**src/rtl/pcr_pkg.sv**
```systemverilog
package pcr_pkg;
  localparam int FLAG_N = 4;

  typedef enum logic [1:0] {K_SHORT, K_LBR, K_LSKP, K_NOP} op_kind_e;
  typedef enum logic [1:0] {ST_IDLE, ST_RD_HI, ST_RD_LO, ST_FIN} seq_st_e;

  // Classify a long-group nibble.
  function automatic op_kind_e long_kind(input logic [3:0] n);
    case (n)
      4'h0, 4'h1, 4'h2, 4'h3, 4'h9, 4'hA, 4'hB: return K_LBR;
      4'h4:                                     return K_NOP;
      default:                                  return K_LSKP;
    endcase
  endfunction
endpackage

```
**src/rtl/flag_sync.sv**
```systemverilog
module flag_sync #(
  parameter int WIDTH  = 4,
  parameter int STAGES = 2
) (
  input  logic             clk,
  input  logic             rst_n,
  input  logic [WIDTH-1:0] async_in,
  output logic [WIDTH-1:0] sync_out
);
  logic [STAGES-1:0] chain [WIDTH];

  for (genvar b = 0; b < WIDTH; b++) begin : g_bit
    always_ff @(posedge clk or negedge rst_n) begin
      if (!rst_n) chain[b] <= '1;
      else        chain[b] <= {chain[b][STAGES-2:0], async_in[b]};
    end
    assign sync_out[b] = chain[b][STAGES-1];
  end
endmodule

```
**src/rtl/cond_eval.sv**
```systemverilog
module cond_eval
  import pcr_pkg::*;
#(
  parameter int DW = 8
) (
  input  logic              is_long,
  input  logic [3:0]        nib,
  input  logic              q_in,
  input  logic [DW-1:0]     d_in,
  input  logic              df_in,
  input  logic              ie_in,
  input  logic [FLAG_N-1:0] ef_seen_n,
  output op_kind_e          op_kind,
  output logic              cond_hit
);
  logic d_zero, base_cond, skip_cond;

  assign d_zero = (d_in == '0);

  // Shared base table for nibble[2:0]; flags are active-low.
  always_comb begin
    case (nib[2:0])
      3'd0:    base_cond = 1'b1;
      3'd1:    base_cond = q_in;
      3'd2:    base_cond = d_zero;
      3'd3:    base_cond = df_in;
      default: base_cond = ~ef_seen_n[nib[1:0]];
    endcase
  end

  always_comb begin
    case (nib)
      4'h5:    skip_cond = ~q_in;
      4'h6:    skip_cond = ~d_zero;
      4'h7:    skip_cond = ~df_in;
      4'hC:    skip_cond = ie_in;
      4'hD:    skip_cond = q_in;
      4'hE:    skip_cond = d_zero;
      4'hF:    skip_cond = df_in;
      default: skip_cond = 1'b1;
    endcase
  end

  always_comb begin
    op_kind = is_long ? long_kind(nib) : K_SHORT;
    case (op_kind)
      K_SHORT, K_LBR: cond_hit = base_cond ^ nib[3];
      K_LSKP:         cond_hit = skip_cond;
      default:        cond_hit = 1'b0;
    endcase
  end
endmodule

```
**src/rtl/redirect_seq.sv**
```systemverilog
module redirect_seq
  import pcr_pkg::*;
#(
  parameter int AW = 16,
  parameter int DW = 8
) (
  input  logic          clk,
  input  logic          rst_n,
  input  logic          start,
  input  logic          is_long,
  input  op_kind_e      op_kind,
  input  logic          cond_hit,
  input  logic [AW-1:0] pc_in,
  input  logic [DW-1:0] rd_data,
  output logic          rd_req,
  output logic [AW-1:0] rd_addr,
  output logic [AW-1:0] pc_out,
  output logic          done,
  output logic          taken
);
  localparam int HI_W = AW - DW;

  function automatic logic [AW-1:0] pc_add(input logic [AW-1:0] pc, input int unsigned inc);
    return pc + AW'(inc);
  endfunction

  seq_st_e       st;
  op_kind_e      kind_lat;
  logic [AW-1:0] pc_lat;
  logic [HI_W-1:0] hi_lat;
  logic          long_lat;
  logic          accept;

  assign accept = (st == ST_IDLE) && start;

  always_ff @(posedge clk or negedge rst_n) begin
    if (!rst_n) begin
      st       <= ST_IDLE;
      kind_lat <= K_NOP;
      pc_lat   <= '0;
      hi_lat   <= '0;
      long_lat <= 1'b0;
      pc_out   <= '0;
      taken    <= 1'b0;
    end else begin
      case (st)
        ST_IDLE: if (accept) begin
          pc_lat   <= pc_in;
          long_lat <= is_long;
          kind_lat <= op_kind;
          taken    <= cond_hit && (op_kind != K_NOP);
          st       <= ST_FIN;
          case (op_kind)
            K_SHORT: if (cond_hit) st <= ST_RD_LO;
                     else pc_out <= pc_add(pc_in, 1);
            K_LBR:   if (cond_hit) st <= ST_RD_HI;
                     else pc_out <= pc_add(pc_in, 2);
            K_LSKP:  pc_out <= cond_hit ? pc_add(pc_in, 2) : pc_in;
            default: pc_out <= pc_in;
          endcase
        end
        ST_RD_HI: begin
          hi_lat <= rd_data[HI_W-1:0];
          st     <= ST_RD_LO;
        end
        ST_RD_LO: begin
          pc_out <= long_lat ? {hi_lat, rd_data} : {pc_lat[AW-1:DW], rd_data};
          st     <= ST_FIN;
        end
        default: st <= ST_IDLE;
      endcase
    end
  end

  assign rd_req  = (st == ST_RD_HI) || (st == ST_RD_LO);
  assign rd_addr = (st == ST_RD_LO && long_lat) ? pc_add(pc_lat, 1) : pc_lat;
  assign done    = (st == ST_FIN);

  // Assertions
  a_r2_short_keeps_page: assert property (@(posedge clk) disable iff (!rst_n)
    (done && taken && kind_lat == K_SHORT) |-> (pc_out[AW-1:DW] == pc_lat[AW-1:DW]));
  a_r3_short_miss_no_read: assert property (@(posedge clk) disable iff (!rst_n)
    (done && !taken && kind_lat == K_SHORT) |-> !$past(rd_req));
  a_r5_reads_consecutive: assert property (@(posedge clk) disable iff (!rst_n)
    (rd_req && $past(rd_req)) |-> (rd_addr == $past(rd_addr) + AW'(1)));
  a_r7_skip_no_read: assert property (@(posedge clk) disable iff (!rst_n)
    (done && kind_lat inside {K_LSKP, K_NOP}) |-> !$past(rd_req));
  a_r9_done_single: assert property (@(posedge clk) disable iff (!rst_n)
    done |=> !done);
  a_r10_busy_holds_pc: assert property (@(posedge clk) disable iff (!rst_n)
    (st != ST_IDLE) |=> $stable(pc_lat));
endmodule

```
**src/rtl/pc_redirect_unit.sv**
```systemverilog
module pc_redirect_unit
  import pcr_pkg::*;
#(
  parameter int AW          = 16,
  parameter int DW          = 8,
  parameter int SYNC_STAGES = 2
) (
  input  logic              clk,
  input  logic              rst_n,
  input  logic              start,
  input  logic              is_long,
  input  logic [3:0]        nib,
  input  logic [AW-1:0]     pc_in,
  input  logic              q_in,
  input  logic [DW-1:0]     d_in,
  input  logic              df_in,
  input  logic              ie_in,
  input  logic [FLAG_N-1:0] ef_n,
  input  logic [DW-1:0]     rd_data,
  output logic              rd_req,
  output logic [AW-1:0]     rd_addr,
  output logic [AW-1:0]     pc_out,
  output logic              done,
  output logic              taken
);
  logic [FLAG_N-1:0] ef_seen_n;
  op_kind_e          op_kind;
  logic              cond_hit;

  flag_sync #(.WIDTH(FLAG_N), .STAGES(SYNC_STAGES)) u_sync (
    .clk(clk), .rst_n(rst_n), .async_in(ef_n), .sync_out(ef_seen_n));

  cond_eval #(.DW(DW)) u_cond (
    .is_long(is_long), .nib(nib), .q_in(q_in), .d_in(d_in), .df_in(df_in),
    .ie_in(ie_in), .ef_seen_n(ef_seen_n), .op_kind(op_kind), .cond_hit(cond_hit));

  redirect_seq #(.AW(AW), .DW(DW)) u_seq (
    .clk(clk), .rst_n(rst_n), .start(start), .is_long(is_long), .op_kind(op_kind),
    .cond_hit(cond_hit), .pc_in(pc_in), .rd_data(rd_data), .rd_req(rd_req),
    .rd_addr(rd_addr), .pc_out(pc_out), .done(done), .taken(taken));

  a_r1_idle_after_reset: assert property (@(posedge clk) disable iff (!rst_n)
    $rose(rst_n) |-> (!done && !rd_req));
endmodule

```
**config.mk**
```make
export PLATFORM = sky130hd
export DESIGN_NAME = pc_redirect_unit
export DESIGN_NICKNAME = d
export VERILOG_FILES = /design/src/rtl/pcr_pkg.sv /design/src/rtl/flag_sync.sv /design/src/rtl/cond_eval.sv /design/src/rtl/redirect_seq.sv /design/src/rtl/pc_redirect_unit.sv
export SDC_FILE = /design/constraint.sdc
export NUM_CORES = 1
export LEC_CHECK = 0
export ABC_AREA = 1
export BUFFER_PORTS_ARGS = -buffer_cell sky130_fd_sc_hd__buf_2
export CORE_MARGIN = 4
export CORE_UTILIZATION = 60
export DETAILED_ROUTE_END_ITERATION = 16
export GPL_ROUTABILITY_DRIVEN = 0
export PLACE_DENSITY = 0.86
export SLEW_MARGIN = 10
export SYNTH_ARGS = -nofsm -noshare
export SYNTH_HDL_FRONTEND = slang
export SYNTH_SLANG_ARGS = --single-unit
```
**constraint.sdc**
```tcl
create_clock -name clk -period 4.05 [get_ports clk]
set_clock_uncertainty 0.15 [all_clocks]
set_input_delay 0.81 -clock clk [delete_from_list [all_inputs] [get_ports clk]]
set_output_delay 0.81 -clock clk [all_outputs]
set_load 0.01 [all_outputs]
```
==> results by group, run 1 <==
Worst setup path
  • CP arrival: 2.83 ns
  • Crit Path Max Fanout: 11
  • Startpoint types: register
  • CP endpoint kind: primary output
  • Worst Path Required: roughly 3.1 ns
  • Worst setup path category: reg -> out

Yosys
  • Area fraction of the dominant cell type after synthesis: 27.9%
  • Largest area contributor in the netlist: dfrtp_1
  • Post-Syn Instances: 594
  • Synth area leaders: dfrtp_1 28%, nand2_1 16%, o21ai_0 8.0%, inv_1 6.3%, nor2_1 6.3%
  • Post-Syn Area: 3940 um2
  • Syn Nets: 648
  • Fraction of synthesized area in multiplexers: 0.571%
  • Ys Warns: 0
  • Main combinational cell family by area after synthesis: simple AND/OR/NAND/NOR gates
  • Synth cell types: 35
  • Syn Area/Cell: 6.64 um2
  • Xor/xnor cell area share of the yosys netlist: 5.11%
  • Yosys reg bits: 52
  • Compound-cell area share of the yosys netlist: 13.6%
  • Synth Area in Adders: 2.22%
  • Simple-Gate Fraction of Synth Area: around 35%
  • Register area share after synthesis: 33.2%

Global routing
  • Number of global-route vias before repair: about 3,800
  • Tot GR Track Use: 27.7%
  • Met2 Use GR: 43.7%
  • Antenna violations before repair: 0
  • Grt peak-use layer: met2
  • Total gr overflow: 0
  • Largest net degree at the start of global routing: between 50 and 60
  • Met1 Usage GRT: 38.5%
  • Global-route wire length before repair: 17,400 um
  • Met3 Track Usage GR: 3.87%

Finish
  • Most frequent cells in the layout: 165 x nand2_1, 80 x buf_2, 66 x inv_1, 66 x nor2_1, 63 x o21ai_0
  • Area delta synth->final: 12.3%
  • Commonest non-fill, non-tap cell in the layout: nand2_1
  • Share of cells above drive strength 1: 19.0%
  • Number of diodes: 0
  • Finished Layout Cells: 739
  • Final nets: 715

Clock tree
  • Hold buffers post-CTS: 0
  • TritonCTS clock tree: built
  • Clock Sinks: 52
  • CTS HTree Levels: 2
  • Worst-path clk slew: 0.09 ns
  • Clk Latency, worst-skew pair: 0.32 ns
  • CTS Root Cell: clkbuf_8
  • Max Root-Sink Buffers: 2
  • Total CTS buffers: 5

Detailed routing
  • # DRC: 0
  • Avg WL per Cell: 14.6 um
  • Length of the first detailed-routing pass in iterations: 6
  • Routed Antenna Nets: 0
  • Final wirelength: 10,800 um
  • DR vias: 4,190
  • Vias per inst: 5.67
  • Initial DRC Count: roughly 360

Power
  • Sw frac: 46.8%
  • Leakage: 2.31 nW
  • Clock power frac: around 12%
  • Internal Dissipation: about 0.0014 W
  • Pwr/cell area: 575 nW/um2
  • P_sw: 0.00119 W
  • Seq pwr share: 36.5%
  • Logic pwr share: 51.1%
  • Worst vdd ir: 455 uV

Timing
  • Setup repair after global routing missed its margin: false
  • Transition time of the tightest slew-check pin: 0.656 ns
  • TNS Setup: 0 ns
  • Max Clk Rate: 264 MHz
  • Final setup vio count: 0
  • Minimum clock period after layout: 3.79 ns
  • Slew Viols, Final: 0
  • Period utilization: approximately 93%
  • Final hold slack: 0.212 ns
  • Hold Vio Cnt, Final: 0
  • Slew headroom: 56.3%

Run status
  • Status: finished, final reports clean

Placed design
  • DPL Wire Length: 8290 um
  • # port buffers: 81
  • Placed insts: 731

Job
  • Max_cap viols: 0

Floorplan
  • IO Pins: between 80 and 90
  • Die X: between 80 and 90 um
  • Die area: 7930 um2
  • # rows: 29
  • CORE AREA: 6350 um2
  • Die Height: 89.1 um
  • Initial Util: just over 60%

Worst hold path
  • Min-delay worst type: reg -> reg
## routing by layer
layer | vias to the layer above | share of wire (%)
li1 | 2034 | -
met1 | 1908 | 41
met2 | 227 | 46
met3 | 21 | 9.9
met4 | 0 | 2.8
met5 | - | 0
## final timing paths
kind                                            from                            to  slack, ns  cells past startpoint
setup / recovery             u_seq.st[0]$_DFFE_PN0P_                   rd_addr[14]       0.26                     11
min in group asynchronous                      rst_n  u_seq.pc_lat[11]$_DFFE_PN0P_       0.37                      1
max in group asynchronous                      rst_n   u_seq.pc_out[7]$_DFFE_PN0P_       2.95                      1
setup reg to reg             u_seq.st[0]$_DFFE_PN0P_  u_seq.pc_out[10]$_DFFE_PN0P_       1.57                      8
hold / removal             u_sync.chain[4]$_DFF_PN1_  u_sync.sync_out[1]$_DFF_PN1_       0.21                      0
hold reg to reg            u_sync.chain[4]$_DFF_PN1_  u_sync.sync_out[1]$_DFF_PN1_       0.21                      0
## area by class of cell
class | count | area (um2)
timing repair buffer | 82 | 415
sequential | 52 | 1310
clock buffer | 5 | 68.8
tap | 77 | 96.3
clock inverter | 3 | 27.5
fill | 544 | 1920
inverter | 69 | 259
multi-input combinational | 451 | 2250
## through the flow
step / utilization [%] / total power (W) / cell area [um2] / worst slack, ns
after global placement: 68.1 / 0.00217 / 4330 / 0.748
after detailed placement: 68.1 / 0.00223 / 4330 / 0.584
after global routing: 69.8 / 0.00277 / 4430 / 0.0703
after floorplan: - / 0.00184 / 3940 / 1.21
final: 69.8 / 0.00255 / 4430 / 0.264
after CTS: 69.7 / 0.00255 / 4420 / 0.237
## worst max-delay path, stage by stage, from the launching register on
cell	delay [ns]
dfrtp_1	0.43
inv_1	0.11
ha_1	0.34
nand2_1	0.23
nor3_2	0.24
nand2_1	0.12
nor3_1	0.29
nand3_1	0.18
nor2_1	0.21
nand2_1	0.09
xnor2_1	0.13
buf_2	0.14
## synthesized netlist by cell type
master	count
clkbuf_1	12
nor3_1	19
nand2_2	4
buf_4	1
inv_2	3
inv_1	66
o221ai_1	2
mux2_2	2
nor2_2	5
ha_1	7
nand3_4	3
nand4_1	3
nor2_4	2
o21ai_1	1
nor3b_1	1
buf_6	3
dfstp_2	8
a31oi_1	3
o211ai_1	1
buf_2	5
a21oi_1	23
a21oi_4	1
nor3_2	1
buf_8	1
o22ai_1	1
xor2_1	20
nand2_4	2
nor2_1	66
o21ai_0	63
dfrtp_1	44
nand2_1	165
xnor2_1	3
a21oi_2	4
nand3_1	48
nor4_1	1
## state kept, by name (all words and copies together), names as in the netlist
name and count:
u_seq.pc_out 16, u_seq.taken 1, u_seq.hi_lat 8, u_seq.st 2
u_sync.chain 4, u_seq.pc_lat 16, u_seq.long_lat 1, u_sync.sync_out 4
## kinds of logic (layout without fill, tap and decap cells)
| logic type | Yosys count | count (layout) |
|---|---|---|
| buffers and inverters | 91 | 159 |
| flip-flops | 52 | 52 |
| XOR/XNOR | 23 | 23 |
| adder cells (fa/ha/maj) | 7 | 7 |
| AO/OA/AOI/OAI | 99 | 99 |
| AND/OR/NAND/NOR | 320 | 320 |
| multiplexers | 2 | 2 |
## power by group through the flow
stage	Clock (W)	Combinational, W	Sequential, W
floorplan	0	0.000918	0.000918
global placement	0	0.00125	0.000920
detailed placement	0	0.00129	0.000935
CTS	0.000317	0.00130	0.000924
global route	0.000334	0.00148	0.000954
finish	0.000315	0.00130	0.000929
## repair_timing
action,in CTS,in global routing
endpoints found under the setup margin,0,1
setup buffers,0,0
resized for setup,0,1
Note: power is estimated with default switching activity, not from simulation.
==> run 2: changes to the inputs <==
==> constraint.sdc (replaced) <==
create_clock -name clk -period 4.9 [get_ports clk]
set_clock_uncertainty 0.15 [all_clocks]
set_input_delay 0.98 -clock clk [delete_from_list [all_inputs] [get_ports clk]]
set_output_delay 0.98 -clock clk [all_outputs]
set_load 0.01 [all_outputs]
==> run 2 against run 1 <==
  * Sequential share of layout area unchanged
  * Critical path depth down 1
  * Power down 17%
  * Critical path type unchanged
  * Count of clock-buffer cells in the layout unchanged
==> results by group, run 2 (synthesized netlist as in run 1, its figures left out) <==
Clock tree
  • Max Root-Sink Buffers: 2 (unchanged)
  • Total CTS buffers: 5 (unchanged)
  • Hold buffers post-CTS: 0 (unchanged)
  • CTS HTree Levels: 2 (unchanged)
  • Clock Sinks: 52 (unchanged)
  • TritonCTS clock tree: built
  • Resize count post-CTS: 0 (unchanged)
  • CTS Root Cell: clkbuf_8
  • Post-CTS Setup Bufs: 0 (unchanged)
  • Worst-path clk slew: 0.10 ns (about the same)
  • Clk Latency, worst-skew pair: 0.32 ns (about the same)

Detailed routing
  • DR vias: 4,221 (+0.74%)
  • Length of the first detailed-routing pass in iterations: 6 (unchanged)
  • Avg WL per Cell: 14.7 um (+0.66%)
  • # DRC: 0 (unchanged)
  • Initial DRC Count: 360 (+0.28%)
  • Routed Antenna Nets: 0 (unchanged)
  • Vias per inst: 5.70 (+0.60%)
  • Final wirelength: 10,900 um (+0.80%)

Timing
  • Minimum clock period after layout: 3.99 ns
  • Slew Viols, Final: 0 (unchanged)
  • Slew headroom: 55.1% (-1.2 points)
  • Final setup vio count: 0 (unchanged)
  • TNS Setup: 0 ns (unchanged)
  • Final hold slack: 0.213 ns (+0.000872 ns)
  • Transition time of the tightest slew-check pin: 0.673 ns (+0.0174 ns)
  • Period utilization: about 80%
  • Setup repair after global routing missed its margin: false
  • Hold Vio Cnt, Final: 0 (unchanged)
  • Max Clk Rate: 251 MHz

Worst setup path
  • Crit-path slowest cell: dfrtp_1
  • Worst Path Required: 3.77 ns (+0.68 ns)
  • Worst reg2reg path startpoint: u_seq.st[0]$_DFFE_PN0P_
  • CP endpoint kind: primary output
  • Worst setup path category: reg -> out
  • CP max stage delay: 0.43 ns (about the same)
  • Crit Path Max Fanout: 11 (unchanged)
  • Worst r2r dst: u_seq.pc_out[9]$_DFFE_PN0P_
  • Worst-path cell chain: inv_1, ha_1, nand2_1, nor3_1, nand3_1, nor2_1, nand3_1, nor2_1, xor2_1, buf_2
  • Startpoint types: register
  • CP arrival: 2.86 ns (+0.03 ns)
  • R2R Setup Slk: 2.29 ns (+0.72 ns)
  • Worst reg2reg path depth: 8 (unchanged)

Finish
  • Share of cells above drive strength 1: 19.0% (-0.029 points)
  • Register Area: 1310 um2 (unchanged)
  • Regs by FF count: u_seq.pc_lat: 16 flops, u_seq.pc_out: 16 flops, u_seq.hi_lat: 8 flops
  • Commonest non-fill, non-tap cell in the layout: nand2_1
  • Area delta synth->final: 12.3% (unchanged)
  • Final core occ: 69.8% (unchanged)
  • Multi-input gate area: 2250 um2 (-0.22%)
  • Final nets: 716 (+0.14%)
  • # fillers: 560 (+2.9%)
  • Most frequent cells in the layout: 165 x nand2_1, 81 x buf_2, 66 x inv_1, 66 x nor2_1, 63 x o21ai_0
  • Number of diodes: 0 (unchanged)

Global routing
  • Largest net degree at the start of global routing: 53 (unchanged)
  • Antenna violations before repair: 0 (unchanged)
  • Global-route wire length before repair: 17,300 um (-0.44%)
  • Total gr overflow: 0 (unchanged)
  • Number of global-route vias before repair: 3,756 (-1.6%)
  • Tot GR Track Use: 27.9% (+0.23 points)

Floorplan
  • CORE AREA: 6350 um2 (unchanged)
  • Die Height: 89.1 um (unchanged)
  • Initial Util: 62.1% (unchanged)
  • Die area: 7930 um2 (unchanged)
  • # rows: 29 (unchanged)
  • Die X: 89.1 um (unchanged)
  • IO Pins: 82 (unchanged)

Worst hold path
  • Min-delay worst type: reg -> reg
  • Min-delay src: u_sync.chain[4]$_DFF_PN1_
  • Hold Path Depth: 0 (unchanged)
  • Hold Path Sink: u_sync.sync_out[1]$_DFF_PN1_

Power
  • Leakage: 2.31 nW (+0.16%)
  • Pwr/cell area: 476 nW/um2 (-17%)
  • Worst vdd ir: 322 uV (-29%)

Placed design
  • DPL Wire Length: 8350 um (+0.76%)
  • # port buffers: 81 (unchanged)

Run status
  • Status: finished, final reports clean

Job
  • Max_cap viols: 0 (unchanged)
==> run 2: area by class of cell <==
class                           count  area share [%]
Multi-Input combinational cell    451            50.7
Sequential cell                    52            29.6
Timing Repair Buffer               83            9.49
Inverter                           69            5.85
Tap cell                           77            2.17
Clock buffer                        5            1.55
Clock inverter                      3           0.621
==> run 2: power breakdown <==
group | internal (W) | switching, W | total [W] | leakage, nW
clock | 0.000105 | 0.000160 | 0.000266 | 0.0463
sequential | 0.000617 | 0.000148 | 0.000764 | 0.619
combinational | 0.000397 | 0.000682 | 0.00108 | 1.65
total | 0.00112 | 0.000990 | 0.00211 | 2.31
==> run 2: metrics by stage <==
| step | cells | setup slack (ns) | power [W] | area, um2 |
|---|---|---|---|---|
| CTS | 740 | 0.901 | 0.00211 | 4430 |
| global route | 740 | 0.556 | 0.00230 | 4430 |
| global placement | 732 | 1.43 | 0.00180 | 4330 |
| detailed placement | 732 | 1.25 | 0.00185 | 4330 |
| floorplan | 594 | 1.89 | 0.00152 | 3940 |
| finish | 740 | 0.910 | 0.00211 | 4430 |
==> run 2: how the worst max path moves through the flow <==
| stage | from | endpoint | depth (start not counted) |
|---|---|---|---|
| final | u_seq.st[0]$_DFFE_PN0P_ | rd_addr[13] | 10 |
| after global routing | u_seq.st[0]$_DFFE_PN0P_ | rd_addr[15] | 10 |
| after CTS | u_seq.st[0]$_DFFE_PN0P_ | rd_addr[13] | 10 |
| after detailed placement | u_seq.st[0]$_DFFE_PN0P_ | rd_addr[13] | 10 |
| after global placement | u_seq.st[0]$_DFFE_PN0P_ | rd_addr[13] | 10 |
| after floorplan | u_seq.st[0]$_DFFE_PN0P_ | rd_addr[13] | 9 |
==> run 2: critical path, delay by kind of cell, from the launching register on <==
kind | cells | cell delay (ns)
xor gates and xnor gates | 1 | 0.16
adders and majority gates | 1 | 0.37
buffers and inverters | 2 | 0.26
DFF | 1 | 0.43
and+or+nand+nor | 6 | 1.33
==> run 2: routing by layer <==
| layer | track usage (%) | wire length (um) | vias to the layer above |
|---|---|---|---|
| li1 | - | - | 2040 |
| met1 | 38.7 | 4470 | 1922 |
| met2 | 44.5 | 5040 | 227 |
| met3 | 3.32 | 983 | 32 |
| met4 | 11.5 | 382 | 0 |
| met5 | 0 | 0 | - |
==> run 3: changes to the inputs <==
--- a/config.mk
+++ b/config.mk
@@ -8,10 +8,10 @@
 export ABC_AREA = 1
 export BUFFER_PORTS_ARGS = -buffer_cell sky130_fd_sc_hd__buf_2
 export CORE_MARGIN = 4
-export CORE_UTILIZATION = 60
+export CORE_UTILIZATION = 56
 export DETAILED_ROUTE_END_ITERATION = 16
 export GPL_ROUTABILITY_DRIVEN = 0
-export PLACE_DENSITY = 0.86
+export PLACE_DENSITY = 0.81
 export SLEW_MARGIN = 10
 export SYNTH_ARGS = -nofsm -noshare
 export SYNTH_HDL_FRONTEND = slang
==> constraint.sdc (replaced) <==
create_clock -name clk -period 3.7 [get_ports clk]
set_clock_uncertainty 0.15 [all_clocks]
set_input_delay 0.74 -clock clk [delete_from_list [all_inputs] [get_ports clk]]
set_output_delay 0.74 -clock clk [all_outputs]
set_load 0.01 [all_outputs]
==> run 3 against run 2 <==
  * Final area rose by 1.0%
  * Via count down 2.1%
  * Flip-flop and latch count is the same
  * Critical path type unchanged
==> results by group, run 3 (synthesized netlist as in run 1, its figures left out) <==
Worst setup path
  • CP endpoint kind: primary output
  • Crit-path most repeated cell: nand2_1
  • R2R Setup Slk: 1.20 ns (-1.09 ns)
  • Largest delay share family, worst path: simple AND/OR/NAND/NOR gates
  • CP arrival: 2.53 ns (-0.33 ns)
  • CP Depth: 11 (+1)
  • Crit-path slowest cell: dfrtp_1
  • Worst reg2reg path startpoint: u_seq.st[0]$_DFFE_PN0P_
  • Worst setup path category: reg -> out
  • Worst-path cell chain: inv_1, ha_1, nand2_1, nor3_2, nand2_1, nor3_1, nand3_1, nor2_1, nand2_1, xnor2_1, buf_2
  • Worst Setup SP: u_seq.st[0]$_DFFE_PN0P_
  • Startpoint types: register
  • Worst Path Required: 2.81 ns (-0.96 ns)
  • CP max stage delay: 0.43 ns (about the same)
  • Worst reg2reg path depth: 9 (+1)
  • Crit path buffers/inverters: 2 (unchanged)
  • Crit Path Max Fanout: 5 (-6)

Clock tree
  • CTS HTree Levels: 2 (unchanged)
  • Clk Latency, worst-skew pair: 0.31 ns (about the same)
  • Post-CTS Setup Bufs: 0 (unchanged)
  • TritonCTS clock tree: built
  • Worst-path clk slew: 0.10 ns (about the same)
  • Clock Sinks: 52 (unchanged)
  • Total CTS buffers: 5 (unchanged)
  • CTS Root Cell: clkbuf_8
  • Max Root-Sink Buffers: 2 (unchanged)

Job
  • Max_cap viols: 0 (unchanged)

Floorplan
  • CORE AREA: 6830 um2 (+7.6%)
  • IO Pins: 82 (unchanged)
  • Die Height: 91.9 um (+3.2%)
  • # rows: 30 (+3.4%)
  • Die X: 91.9 um (+3.2%)
  • Die area: 8450 um2 (+6.5%)
  • Initial Util: 57.7% (-4.4 points)

Power
  • Total power: 0.00280 W (+33%)
  • Leakage: 2.32 nW (+0.40%)
  • Worst vdd ir: 221 uV (-31%)
  • Pwr/cell area: 626 nW/um2 (+31%)

Detailed routing
  • Routed Antenna Nets: 0 (unchanged)
  • # DRC: 0 (unchanged)
  • Avg WL per Cell: 14.3 um (-2.8%)
  • Initial DRC Count: 412 (+14%)
  • Vias per inst: 5.43 (-4.8%)
  • DR vias: 4,133 (-2.1%)
  • Final wirelength: 10,900 um (about the same)
  • Length of the first detailed-routing pass in iterations: 6 (unchanged)

Timing
  • Final setup margin: 0.277 ns (-0.633 ns)
  • Slew headroom: 54.6% (-0.50 points)
  • Period utilization: 92.5%
  • Max Clk Rate: 292 MHz
  • TNS Setup: 0 ns (unchanged)
  • Setup repair after global routing missed its margin: false
  • Final setup vio count: 0 (unchanged)
  • Transition time of the tightest slew-check pin: 0.681 ns (+0.00754 ns)
  • Hold Vio Cnt, Final: 0 (unchanged)
  • Final hold slack: 0.213 ns (-0.000284 ns)
  • Minimum clock period after layout: around 3.4 ns
  • Slew Viols, Final: 0 (unchanged)

Placed design
  • # port buffers: 81 (unchanged)
  • DPL Wire Length: 8300 um (-0.62%)
  • Pre-CTS setup slack: 0.552 ns (-0.702 ns)
  • Dpl cell area: 4370 um2 (+0.89%)

Finish
  • Design area: 4480 um2 (+1.0%)
  • Share of cells above drive strength 1: 19.5% (+0.54 points)
  • Final nets: 718 (+0.28%)
  • Area delta synth->final: 13.5%
  • # fillers: 649 (+16%)
  • Commonest non-fill, non-tap cell in the layout: nand2_1
  • Number of diodes: 0 (unchanged)
  • Most frequent cells in the layout: 165 x nand2_1, 81 x buf_2, 66 x inv_1, 66 x nor2_1, 63 x o21ai_0
  • Regs by FF count: u_seq.pc_lat: 16 flops, u_seq.pc_out: 16 flops, u_seq.hi_lat: 8 flops

Global routing
  • Global-route wire length before repair: 18,100 um (+4.8%)
  • Largest net degree at the start of global routing: 36 (-32%)
  • Tot GR Track Use: 26.5% (-1.4 points)
  • Antenna violations before repair: 0 (unchanged)
  • Total gr overflow: 0 (unchanged)
  • Number of global-route vias before repair: 3,857 (+2.7%)

Run status
  • Status: finished, final reports clean

Worst hold path
  • Min-delay worst type: reg -> reg
  • Hold Path Depth: 0 (unchanged)
  • Min-delay src: u_sync.chain[6]$_DFF_PN1_
-- run 3: cell types whose count changed in the layout (fill, tap and decap cells not counted) --
cell | previous run | this run
dfrtp_1 | 44 | 43
buf_4 | 2 | 4
nor3_1 | 19 | 18
nor3_2 | 1 | 2
dfrtp_2 | 0 | 1
-- run 3: layout make-up --
type	count	area, um2	area share (%)
clock inverter	3	27.5	0.615
tap	96	120	2.68
multi-input combinational	451	2250	50.3
sequential	52	1310	29.3
clock buffer	5	68.8	1.54
inverter	69	259	5.79
timing repair buffer	85	435	9.73
-- run 3: power breakdown --
part | internal, W | switching, W
logic | 0.000533 | 0.000905
registers | 0.000818 | 0.000195
clock network | 0.000139 | 0.000211
-- run 3: final timing paths --
path	to
worst max-delay path	rd_addr[14]
worst min-delay path	u_sync.sync_out[0]$_DFF_PN1_
worst max register to register	u_seq.pc_out[14]$_DFFE_PN0P_
worst min register to register	u_sync.sync_out[0]$_DFF_PN1_
max in group asynchronous	u_seq.long_lat$_DFFE_PN0P_
min in group asynchronous	u_seq.pc_lat[3]$_DFFE_PN0P_
-- run 3: worst register-to-register path, delay by kind of cell, from the launching register on --
kind,cells,cell delay (ns)
buf+inv,4,0.87
flops,1,0.41
simple gates,2,0.46
compound gates,2,0.31
fa+ha+maj,1,0.22
-- run 3: routing by layer --
layer / track usage [%] / share of wire (%)
met1: 36.8 / 43
met4: 9.65 / 3.0
met2: 41.8 / 45
met3: 4.43 / 8.5
met5: 0 / 0
-- run 3: timing repair --
| action | CTS | global route |
|---|---|---|
| setup endpoints to repair | 0 | 2 |
| gates resized for setup | 0 | 2 |
| hold buffers | 0 | 0 |
-- run 3: metrics by stage --
stage                     std cells  util (%)
final                           761      65.5
after floorplan                 594         -
after global placement          753      64.0
after global routing            761      65.5
after detailed placement        753      64.0
after CTS                       761      65.4
